$ cat src/rtl/i2creg_pkg.sv
package i2creg_pkg;
    typedef enum logic [2:0] {
        RG_CTRL, RG_STAT1, RG_STAT2, RG_CLK, RG_OWN1, RG_OWN2, RG_DATA, RG_XCLK
    } reg_idx_e;

    localparam int NUM_REGS  = 8;
    localparam int NUM_FLAGS = 8;
    localparam int IDX_LSB   = 2;
    localparam int IDX_W     = 3;

    localparam logic [7:0] CTRL_MASK = 8'h6F;
    localparam logic [7:0] OWN2_MASK = 8'hE6;
    localparam logic [7:0] OWN2_RST  = 8'h40;
    localparam logic [7:0] XCLK_MASK = 8'h1F;

    localparam int CB_IE = 0;
    localparam int CB_PE = 5;

    localparam int FL_SB    = 0;
    localparam int FL_ADD10 = 1;
    localparam int FL_BTF   = 2;
    localparam int FL_ENDAD = 3;
    localparam int FL_STOPF = 4;
    localparam int FL_AF    = 5;
    localparam int FL_BERR  = 6;
    localparam int FL_ARLO  = 7;

    typedef enum logic [1:0] {ST_OFF, ST_QUIET, ST_PENDING} evt_state_e;
endpackage

$ cat src/rtl/i2creg_decode.sv
module i2creg_decode
    import i2creg_pkg::*;
#(
    parameter int ADDR_W = 8
) (
    input  logic                bus_sel,
    input  logic                bus_wr,
    input  logic [ADDR_W-1:0]   bus_addr,
    input  logic [31:0]         bus_wdata,
    output logic [NUM_REGS-1:0] wr_en,
    output logic [NUM_REGS-1:0] rd_en,
    output logic [7:0]          wbyte
);
    localparam int HI_LSB = IDX_LSB + IDX_W;

    logic             halves_ok;
    logic             in_window;
    logic [IDX_W-1:0] idx;
    logic             unused_lanes;

    assign halves_ok    = (bus_wdata[7:0] == bus_wdata[23:16]);
    assign in_window    = (bus_addr[ADDR_W-1:HI_LSB] == '0);
    assign idx          = bus_addr[HI_LSB-1:IDX_LSB];
    assign wbyte        = bus_wdata[7:0];
    assign unused_lanes = ^{bus_addr[IDX_LSB-1:0], bus_wdata[31:24], bus_wdata[15:8]};

    for (genvar g = 0; g < NUM_REGS; g++) begin : g_sel
        assign wr_en[g] = bus_sel &  bus_wr & halves_ok & in_window & (idx == IDX_W'(g));
        assign rd_en[g] = bus_sel & ~bus_wr & in_window & (idx == IDX_W'(g));
    end
endmodule

$ cat src/rtl/i2creg_events.sv
module i2creg_events
    import i2creg_pkg::*;
(
    input  logic                 clk,
    input  logic                 rst_n,
    input  logic [NUM_FLAGS-1:0] ev_set,
    input  logic                 pe_q,
    input  logic                 ie_q,
    input  logic                 ctrl_wr,
    input  logic                 ctrl_wpe,
    input  logic                 data_wr,
    input  logic                 data_rd,
    input  logic                 sr2_rd,
    output logic [NUM_FLAGS-1:0] flags_q,
    output logic                 evf,
    output logic                 irq
);
    evt_state_e           state_q, state_n;
    logic [NUM_FLAGS-1:0] clr, flags_n;
    logic                 kill, pe_n;

    assign evf  = (state_q == ST_PENDING);
    assign kill = ctrl_wr & ~ctrl_wpe;
    assign pe_n = ctrl_wr ? ctrl_wpe : pe_q;

    always_comb begin
        clr            = '0;
        clr[FL_SB]     = data_wr;
        clr[FL_ADD10]  = data_wr;
        clr[FL_BTF]    = data_wr | data_rd;
        clr[FL_ENDAD]  = ctrl_wr & ctrl_wpe;
        clr[FL_STOPF]  = ctrl_wr & ctrl_wpe;
        clr[FL_AF]     = sr2_rd & evf;
        clr[FL_BERR]   = sr2_rd & evf;
        clr[FL_ARLO]   = sr2_rd & evf;
        if (kill || !pe_q) flags_n = '0;
        else               flags_n = (flags_q & ~clr) | ev_set;
    end

    always_comb begin
        state_n = state_q;
        unique case (state_q)
            ST_OFF:     if (pe_n) state_n = (|flags_n) ? ST_PENDING : ST_QUIET;
            ST_QUIET:   if (kill) state_n = ST_OFF;
                        else if (|flags_n) state_n = ST_PENDING;
            ST_PENDING: if (kill) state_n = ST_OFF;
                        else if (!(|flags_n)) state_n = ST_QUIET;
            default:    state_n = ST_OFF;
        endcase
    end

    always_ff @(posedge clk or negedge rst_n) begin
        if (!rst_n) begin
            state_q <= ST_OFF;
            flags_q <= '0;
        end else begin
            state_q <= state_n;
            flags_q <= flags_n;
        end
    end

    always_ff @(posedge clk or negedge rst_n) begin
        if (!rst_n) irq <= 1'b0;
        else        irq <= ie_q & evf;
    end
endmodule

$ cat src/rtl/i2creg_top.sv
module i2creg_top
    import i2creg_pkg::*;
#(
    parameter int ADDR_W = 8
) (
    input  logic              clk,
    input  logic              rst_n,
    input  logic              bus_sel,
    input  logic              bus_wr,
    input  logic [ADDR_W-1:0] bus_addr,
    input  logic [31:0]       bus_wdata,
    output logic [31:0]       bus_rdata,
    input  logic [7:0]        ev_set,
    input  logic              eng_busy,
    input  logic              eng_tx,
    input  logic              eng_master,
    input  logic              rx_valid,
    input  logic [7:0]        rx_byte,
    output logic [7:0]        ctrl_o,
    output logic [11:0]       clk_div_o,
    output logic              fast_mode_o,
    output logic [7:0]        own_addr_o,
    output logic [1:0]        addr_hi_o,
    output logic [2:0]        freq_range_o,
    output logic [7:0]        tx_byte_o,
    output logic              tx_load_o,
    output logic              idle_req_o,
    output logic              irq_o
);
    logic [NUM_REGS-1:0]  wr_en, rd_en;
    logic [7:0]           wbyte, rbyte;
    logic [7:0]           ctrl_q, clk_q, own1_q, own2_q, data_q, xclk_q;
    logic [NUM_FLAGS-1:0] flags_q;
    logic                 evf;
    logic [7:0]           stat1, stat2;

    i2creg_decode #(.ADDR_W(ADDR_W)) u_dec (
        .bus_sel(bus_sel), .bus_wr(bus_wr), .bus_addr(bus_addr), .bus_wdata(bus_wdata),
        .wr_en(wr_en), .rd_en(rd_en), .wbyte(wbyte)
    );

    i2creg_events u_evt (
        .clk(clk), .rst_n(rst_n), .ev_set(ev_set),
        .pe_q(ctrl_q[CB_PE]), .ie_q(ctrl_q[CB_IE]),
        .ctrl_wr(wr_en[RG_CTRL]), .ctrl_wpe(wbyte[CB_PE]),
        .data_wr(wr_en[RG_DATA]), .data_rd(rd_en[RG_DATA]), .sr2_rd(rd_en[RG_STAT2]),
        .flags_q(flags_q), .evf(evf), .irq(irq_o)
    );

    always_ff @(posedge clk or negedge rst_n) begin
        if (!rst_n) begin
            ctrl_q <= '0;
            clk_q  <= '0;
            own1_q <= '0;
            own2_q <= OWN2_RST;
            xclk_q <= '0;
            data_q <= '0;
        end else begin
            if (wr_en[RG_CTRL]) ctrl_q <= wbyte & CTRL_MASK;
            if (wr_en[RG_CLK])  clk_q  <= wbyte;
            if (wr_en[RG_OWN1]) own1_q <= wbyte;
            if (wr_en[RG_OWN2]) own2_q <= wbyte & OWN2_MASK;
            if (wr_en[RG_XCLK]) xclk_q <= wbyte & XCLK_MASK;
            if (wr_en[RG_DATA]) data_q <= wbyte;
            else if (rx_valid)  data_q <= rx_byte;
        end
    end

    assign stat1 = {evf, flags_q[FL_ADD10], eng_tx, eng_busy,
                    flags_q[FL_BTF], 1'b0, eng_master, flags_q[FL_SB]};
    assign stat2 = {2'b00, flags_q[FL_ENDAD], flags_q[FL_AF], flags_q[FL_STOPF],
                    flags_q[FL_ARLO], flags_q[FL_BERR], 1'b0};

    always_comb begin
        rbyte = '0;
        for (int i = 0; i < NUM_REGS; i++) begin
            if (rd_en[i]) begin
                unique case (reg_idx_e'(i))
                    RG_CTRL:  rbyte = ctrl_q;
                    RG_STAT1: rbyte = stat1;
                    RG_STAT2: rbyte = stat2;
                    RG_CLK:   rbyte = clk_q;
                    RG_OWN1:  rbyte = own1_q;
                    RG_OWN2:  rbyte = own2_q;
                    RG_DATA:  rbyte = data_q;
                    RG_XCLK:  rbyte = xclk_q;
                    default:  rbyte = '0;
                endcase
            end
        end
    end

    assign bus_rdata    = {4{rbyte}};
    assign ctrl_o       = ctrl_q;
    assign clk_div_o    = {xclk_q[4:0], clk_q[6:0]};
    assign fast_mode_o  = clk_q[7];
    assign own_addr_o   = own1_q;
    assign addr_hi_o    = own2_q[2:1];
    assign freq_range_o = own2_q[7:5];
    assign tx_byte_o    = data_q;
    assign tx_load_o    = wr_en[RG_DATA];
    assign idle_req_o   = wr_en[RG_CTRL] & ~wbyte[CB_PE];
endmodule

$ cat config.mk
export PLATFORM = sky130hd
export DESIGN_NAME = i2creg_top
export DESIGN_NICKNAME = d
export VERILOG_FILES = /design/src/rtl/i2creg_pkg.sv /design/src/rtl/i2creg_decode.sv /design/src/rtl/i2creg_events.sv /design/src/rtl/i2creg_top.sv
export SDC_FILE = /design/constraint.sdc
export NUM_CORES = 1
export LEC_CHECK = 0
export ABC_AREA = 0
export CAP_MARGIN = 15
export CORE_MARGIN = 4
export CORE_UTILIZATION = 42
export DETAILED_ROUTE_END_ITERATION = 8
export PLACE_DENSITY = 0.81
export SLEW_MARGIN = 30
export SYNTH_ARGS = -nofsm -noshare
export SYNTH_HDL_FRONTEND = slang
export SYNTH_SLANG_ARGS = --single-unit
$ cat constraint.sdc
create_clock -name clk -period 4.1 [get_ports clk]
set_input_delay 1.025 -clock clk [delete_from_list [all_inputs] [get_ports clk]]
set_output_delay 1.025 -clock clk [all_outputs]
set_load 0.05 [all_outputs]
; ---- Word level (Yosys, flattened, before mapping)
; Cells that the tools add are included.
[word_totals]
register_bits = 51
input_bits = 64
out_inout_bits = 77
elab_cells = 78
[classes]
eq_ne = 13
n_mux = 19
n_bitwise = 29
reduce_logical = 8
[ops]
columns = cell, count
row1 = $mux 8, 10
row2 = $and 1x1->1, 23
row3 = $eq 3x3->1 const B, 4
row4 = $mux 2, 6
row5 = $and 8x8->8, 1
row6 = $eq 8x8->1, 1
row7 = $not 8->8, 1
row8 = $or 8x8->8, 1
row9 = $reduce_or 8->1, 1
row10 = $mux 7, 1
row11 = $eq 3x2->1 const B, 2
row12 = $logic_not 3->1, 2
row13 = $pmux 2 s3, 1
row14 = $eq 3x1->1 const B, 1
row15 = $ne 3x1->1 const B, 1
row16 = $ne 3x3->1 const B, 1
row17 = $reduce_and 3->1, 1
row18 = $eq 2x1->1 const B, 1
row19 = $eq 2x2->1 const B, 1
row20 = $logic_not 2->1, 1
row21 = $ne 2x1->1 const B, 1
row22 = $not 1->1, 2
row23 = $reduce_bool 2->1, 1
row24 = $logic_not 1->1, 1
row25 = 3 further kinds, 3

; ---- Logic depth before layout (Yosys ltp)
[depth]
depth_word = 13
depth_mapped = 8
mapped_depth_nobuf = 6

; ---- Modules after synthesis
; From an unflattened synthesis, not the netlist that was laid out.
[hier_totals]
hier_cells = 327
area_unflattened_um2 = 3138.0
[by_module_without_submodules]
columns = module, n_inst, cells_each, area_each_um2, seq_area_each_um2
row1 = i2creg_top, 1, 224, 2248.4, 1002.2
row2 = i2creg_events, 1, 47, 499.2, 275.3
row3 = i2creg_decode, 1, 56, 390.4, 0.0

; ---- Worst setup path before layout
; Ideal clock, no wire load.
[synth_timing]
kind = in2out
start = input bus_addr[2]
end = output bus_rdata[15]
t_arrival_ns = 3.857
required_time_ns = 3.075
path_slack_ns = -0.782
cell_stages = 6
n_path_buf = 4
path_cell_list = clkbuf_1 buf_2 clkbuf_1 o21ai_0 a311oi_1 buf_4
[synth_between]
elab_chain_len = 9
word_cells_on_any_way = 21
cone_classes = eq/ne (7) / mux (7) / bitwise (7)
[synth_lines]
columns = element, line_no
row1 = start: declaration, i2creg_top.sv:10  ; input logic [ADDR_W-1:0] bus_addr,
row2 = $eq 3x1->1, -
row3 = $and 1x1->1, i2creg_decode.sv:29  ; assign rd_en[g] = bus_sel & ~bus_wr & in_window & (idx == IDX_W'(g));
row4 = $mux 8 (6 in series), i2creg_top.sv:77  ; if (rd_en[i]) begin
row5 = $mux 8 *, i2creg_top.sv:77
row6 = end: declaration, i2creg_top.sv:12  ; output logic [31:0] bus_rdata,
; Mark *: on every way between the ends. The rest lies on a longest branch, timed or not.

; ---- Final worst setup path
[layout_timing]
start = input bus_addr[2]
end = output bus_rdata[28]
; The elaborated chain is that of the path after synthesis.

==> reports/results.txt <==
multiplexer area fraction after synthesis: 19.7%
Worst-Margin Slew: 665 ps
Setup Skew: 4.85 ps
Hold Buf Count CTS: 0
status: complete, no violations
Req. time, crit path: 3070 ps
pins over their slew limit: 0
Clock transition at path regs: 90 ps
clock tree sinks: 51
critical-path cell list: clkdlybuf4s50_1, buf_12, nor2b_1, a221oi_1, nor2_1, a21oi_1, nor2_2, buf_12
Hold Path Origin: own_addr_o[1]
pre-CTS WS: 98.2 ps
first-pass GRT wire length: 15200 µm
total routed wirelength: 9740 µm
Die ar.: 0.00877 mm²
slowest CP cell: clkdlybuf4s50_1
CP Capture Type: output port
largest net degree at the start of global routing: 52
core area: 0.00694 mm²
Synth Area in XOR/XNOR: 2.89%
Initial Util: 44.3%
Syn Std Cell Area: 0.00308 mm²
maximum clock rate: 253 MHz
Die Y: 93.6 µm
DR DRC count: 0
Worst Path Arrival: 2930 ps
PwrDens: 226 mW/mm²
antenna violations before repair: 0
max_slew headroom: 55.6%
number of vias per cell: 5.46
Most used DFF post-synth: dfrtp_1
RSZ-0062 raised after global routing: false
cell count after synthesis: 287
Syn Area/Cell: 10.7 µm²
main combinational cell family by area after synthesis: multiplexers
CP Class: primary input to output port
post-synthesis simple-gate area fraction: 14.8%
register area share after synthesis: 41.5%
worst hold-check path type: register to register
Final Setup Violations: 0
global-route usage over all layers: 22.6%
most frequent CP cell: buf_12
CTS Buffer Depth: 2
Layout area overhead: 49.0%
Crit. Startpoint: bus_addr[2]
Finished Layout Cells: 492
Leak: 2.02 nW
post-synth cell types: 56
period utilization: 96.5%
minimum clock period: 3960 ps
register bit total from synthesis: 51
Ys Warns: 0
number of diodes: 0
buffers added on ports: 120
layout cell share with drive strength beyond 1: 30.8%
Antenna Violating Nets Remaining: 0
worst vdd rail ir drop: 0.000176 V
met3 WL: 753 µm
Fin. Hold Viols: 0
met2 WL post-DR: 4900 µm
post-synthesis compound-gate area fraction: 11.4%
site row count: 30
die width: 93.6 µm
most common cell after layout, fill and taps aside: clkdlybuf4s50_1
H-tree depth: 2
drt first pass iters: 4
clock latency on the worst-skew pair: 310 ps
final net count: 459
ys async rst share: 100%
Critical Path Source Type: primary input
routed len/inst: 19.8 µm
total number of vias: 2687
Ports: 141
setup_tns: 0 ps
cts bufs inserted: 5
final core occ: 66.1%
DRT iter0 DRCs: 198
Hold WS: 541 ps
R2R Path Start: u_evt.state_q[0]
vias in the first global route: 2871
Post-synth EDFFs: 0
CP max FO: 28
routability cong.: 0.825
grt total ovfl: 0
commonest non-fill, non-tap cells in the layout: clkdlybuf4s50_1, dfrtp_1, mux2_2, buf_4, nor2_1
post-DP HPWL: 7720 µm
Clock Root Buffer: clkbuf_8
top sig layer: met4
post-route setup slack: 143 ps
Largest stage delay, worst path: 500 ps
TritonCTS clock tree: yes
Synth Area in Adders: 0%
WL met1: 3950 µm
max-cap violations: 0
placed cells: 484
sequential cells by signal (all words and copies together) (netlist names):
register,count
clk_q,8
tx_byte_o,8
own_addr_o,8
u_evt.flags_q,8
u_evt.state_q,2
ctrl_o,6
u_evt.irq,1
xclk_q,5
own2_q,5
layer usage:
layer	GRT usage [%]	up-vias
met5	0	-
met4	5.05	0
met3	5.55	15
met2	39.4	107
met1	28.1	1327
li1	-	1238
area by class of cell:
class | count | area, µm²
flip-flops and latches | 51 | 1280
fillers | 527 | 2360
multi-input cells | 190 | 1550
well taps | 96 | 120
clock inverters | 1 | 5.00
repair buffers | 143 | 1550
inverters | 4 | 15.0
clock buffers | 7 | 76.3
critical path: cells and delay by family:
kind	cells	cell delay [ps]
and+or+nand+nor	3	810
AOI/OAI and AO/OA	2	190
buffers and inverters	3	890
Yosys cell counts (all sizes together), types with 5 or more instances:
library cell	n	area (µm²)
mux2	36	405
dfrtp	50	1250
xnor2	8	88.8
o21ai	7	35.0
mux2i	11	110
buf	34	250
nor2	27	101
a21oi	21	105
nor3	6	30.0
clkbuf	9	33.8
nand2	9	36.3
a221oi	5	43.8
final timing paths:
check / endpoint / slack [ps] / cells past startpoint
max: bus_rdata[28] / 140 / 8
min in group asynchronous: ctrl_o[2] / 810 / 2
min: own_addr_o[1] / 540 / 1
max reg2reg: u_evt.state_q[0] / 2360 / 5
min reg2reg: own_addr_o[1] / 540 / 1
max in group asynchronous: tx_byte_o[5] / 2860 / 2
stage by stage:
stage                     power (mW)  instance area, µm²
after global routing            1.08                4590
after floorplan                0.636                3120
final                           1.04                4590
after global placement         0.749                4500
after detailed placement       0.752                4500
after CTS                       1.03                4590
cell families (layout without fill, tap and decap cells):
group / Yosys count / count (layout)
AO/OA/AOI/OAI: 51 / 51
buffers and inverters: 47 / 155
XOR/XNOR: 8 / 8
other: 1 / 2
multiplexers: 51 / 51
AND/OR/NAND/NOR: 78 / 78
flip-flops: 51 / 51
timing repair:
item / CTS / global route
buffers inserted: 0 / 0
endpoints found under the setup margin: 0 / 9
resized for setup: 0 / 1
report_power, final:
group	switching, mW	internal (mW)
combinational	0.123	0.0998
sequential	0.00815	0.511
clock	0.173	0.120
Note: power is estimated with default switching activity, not from simulation.
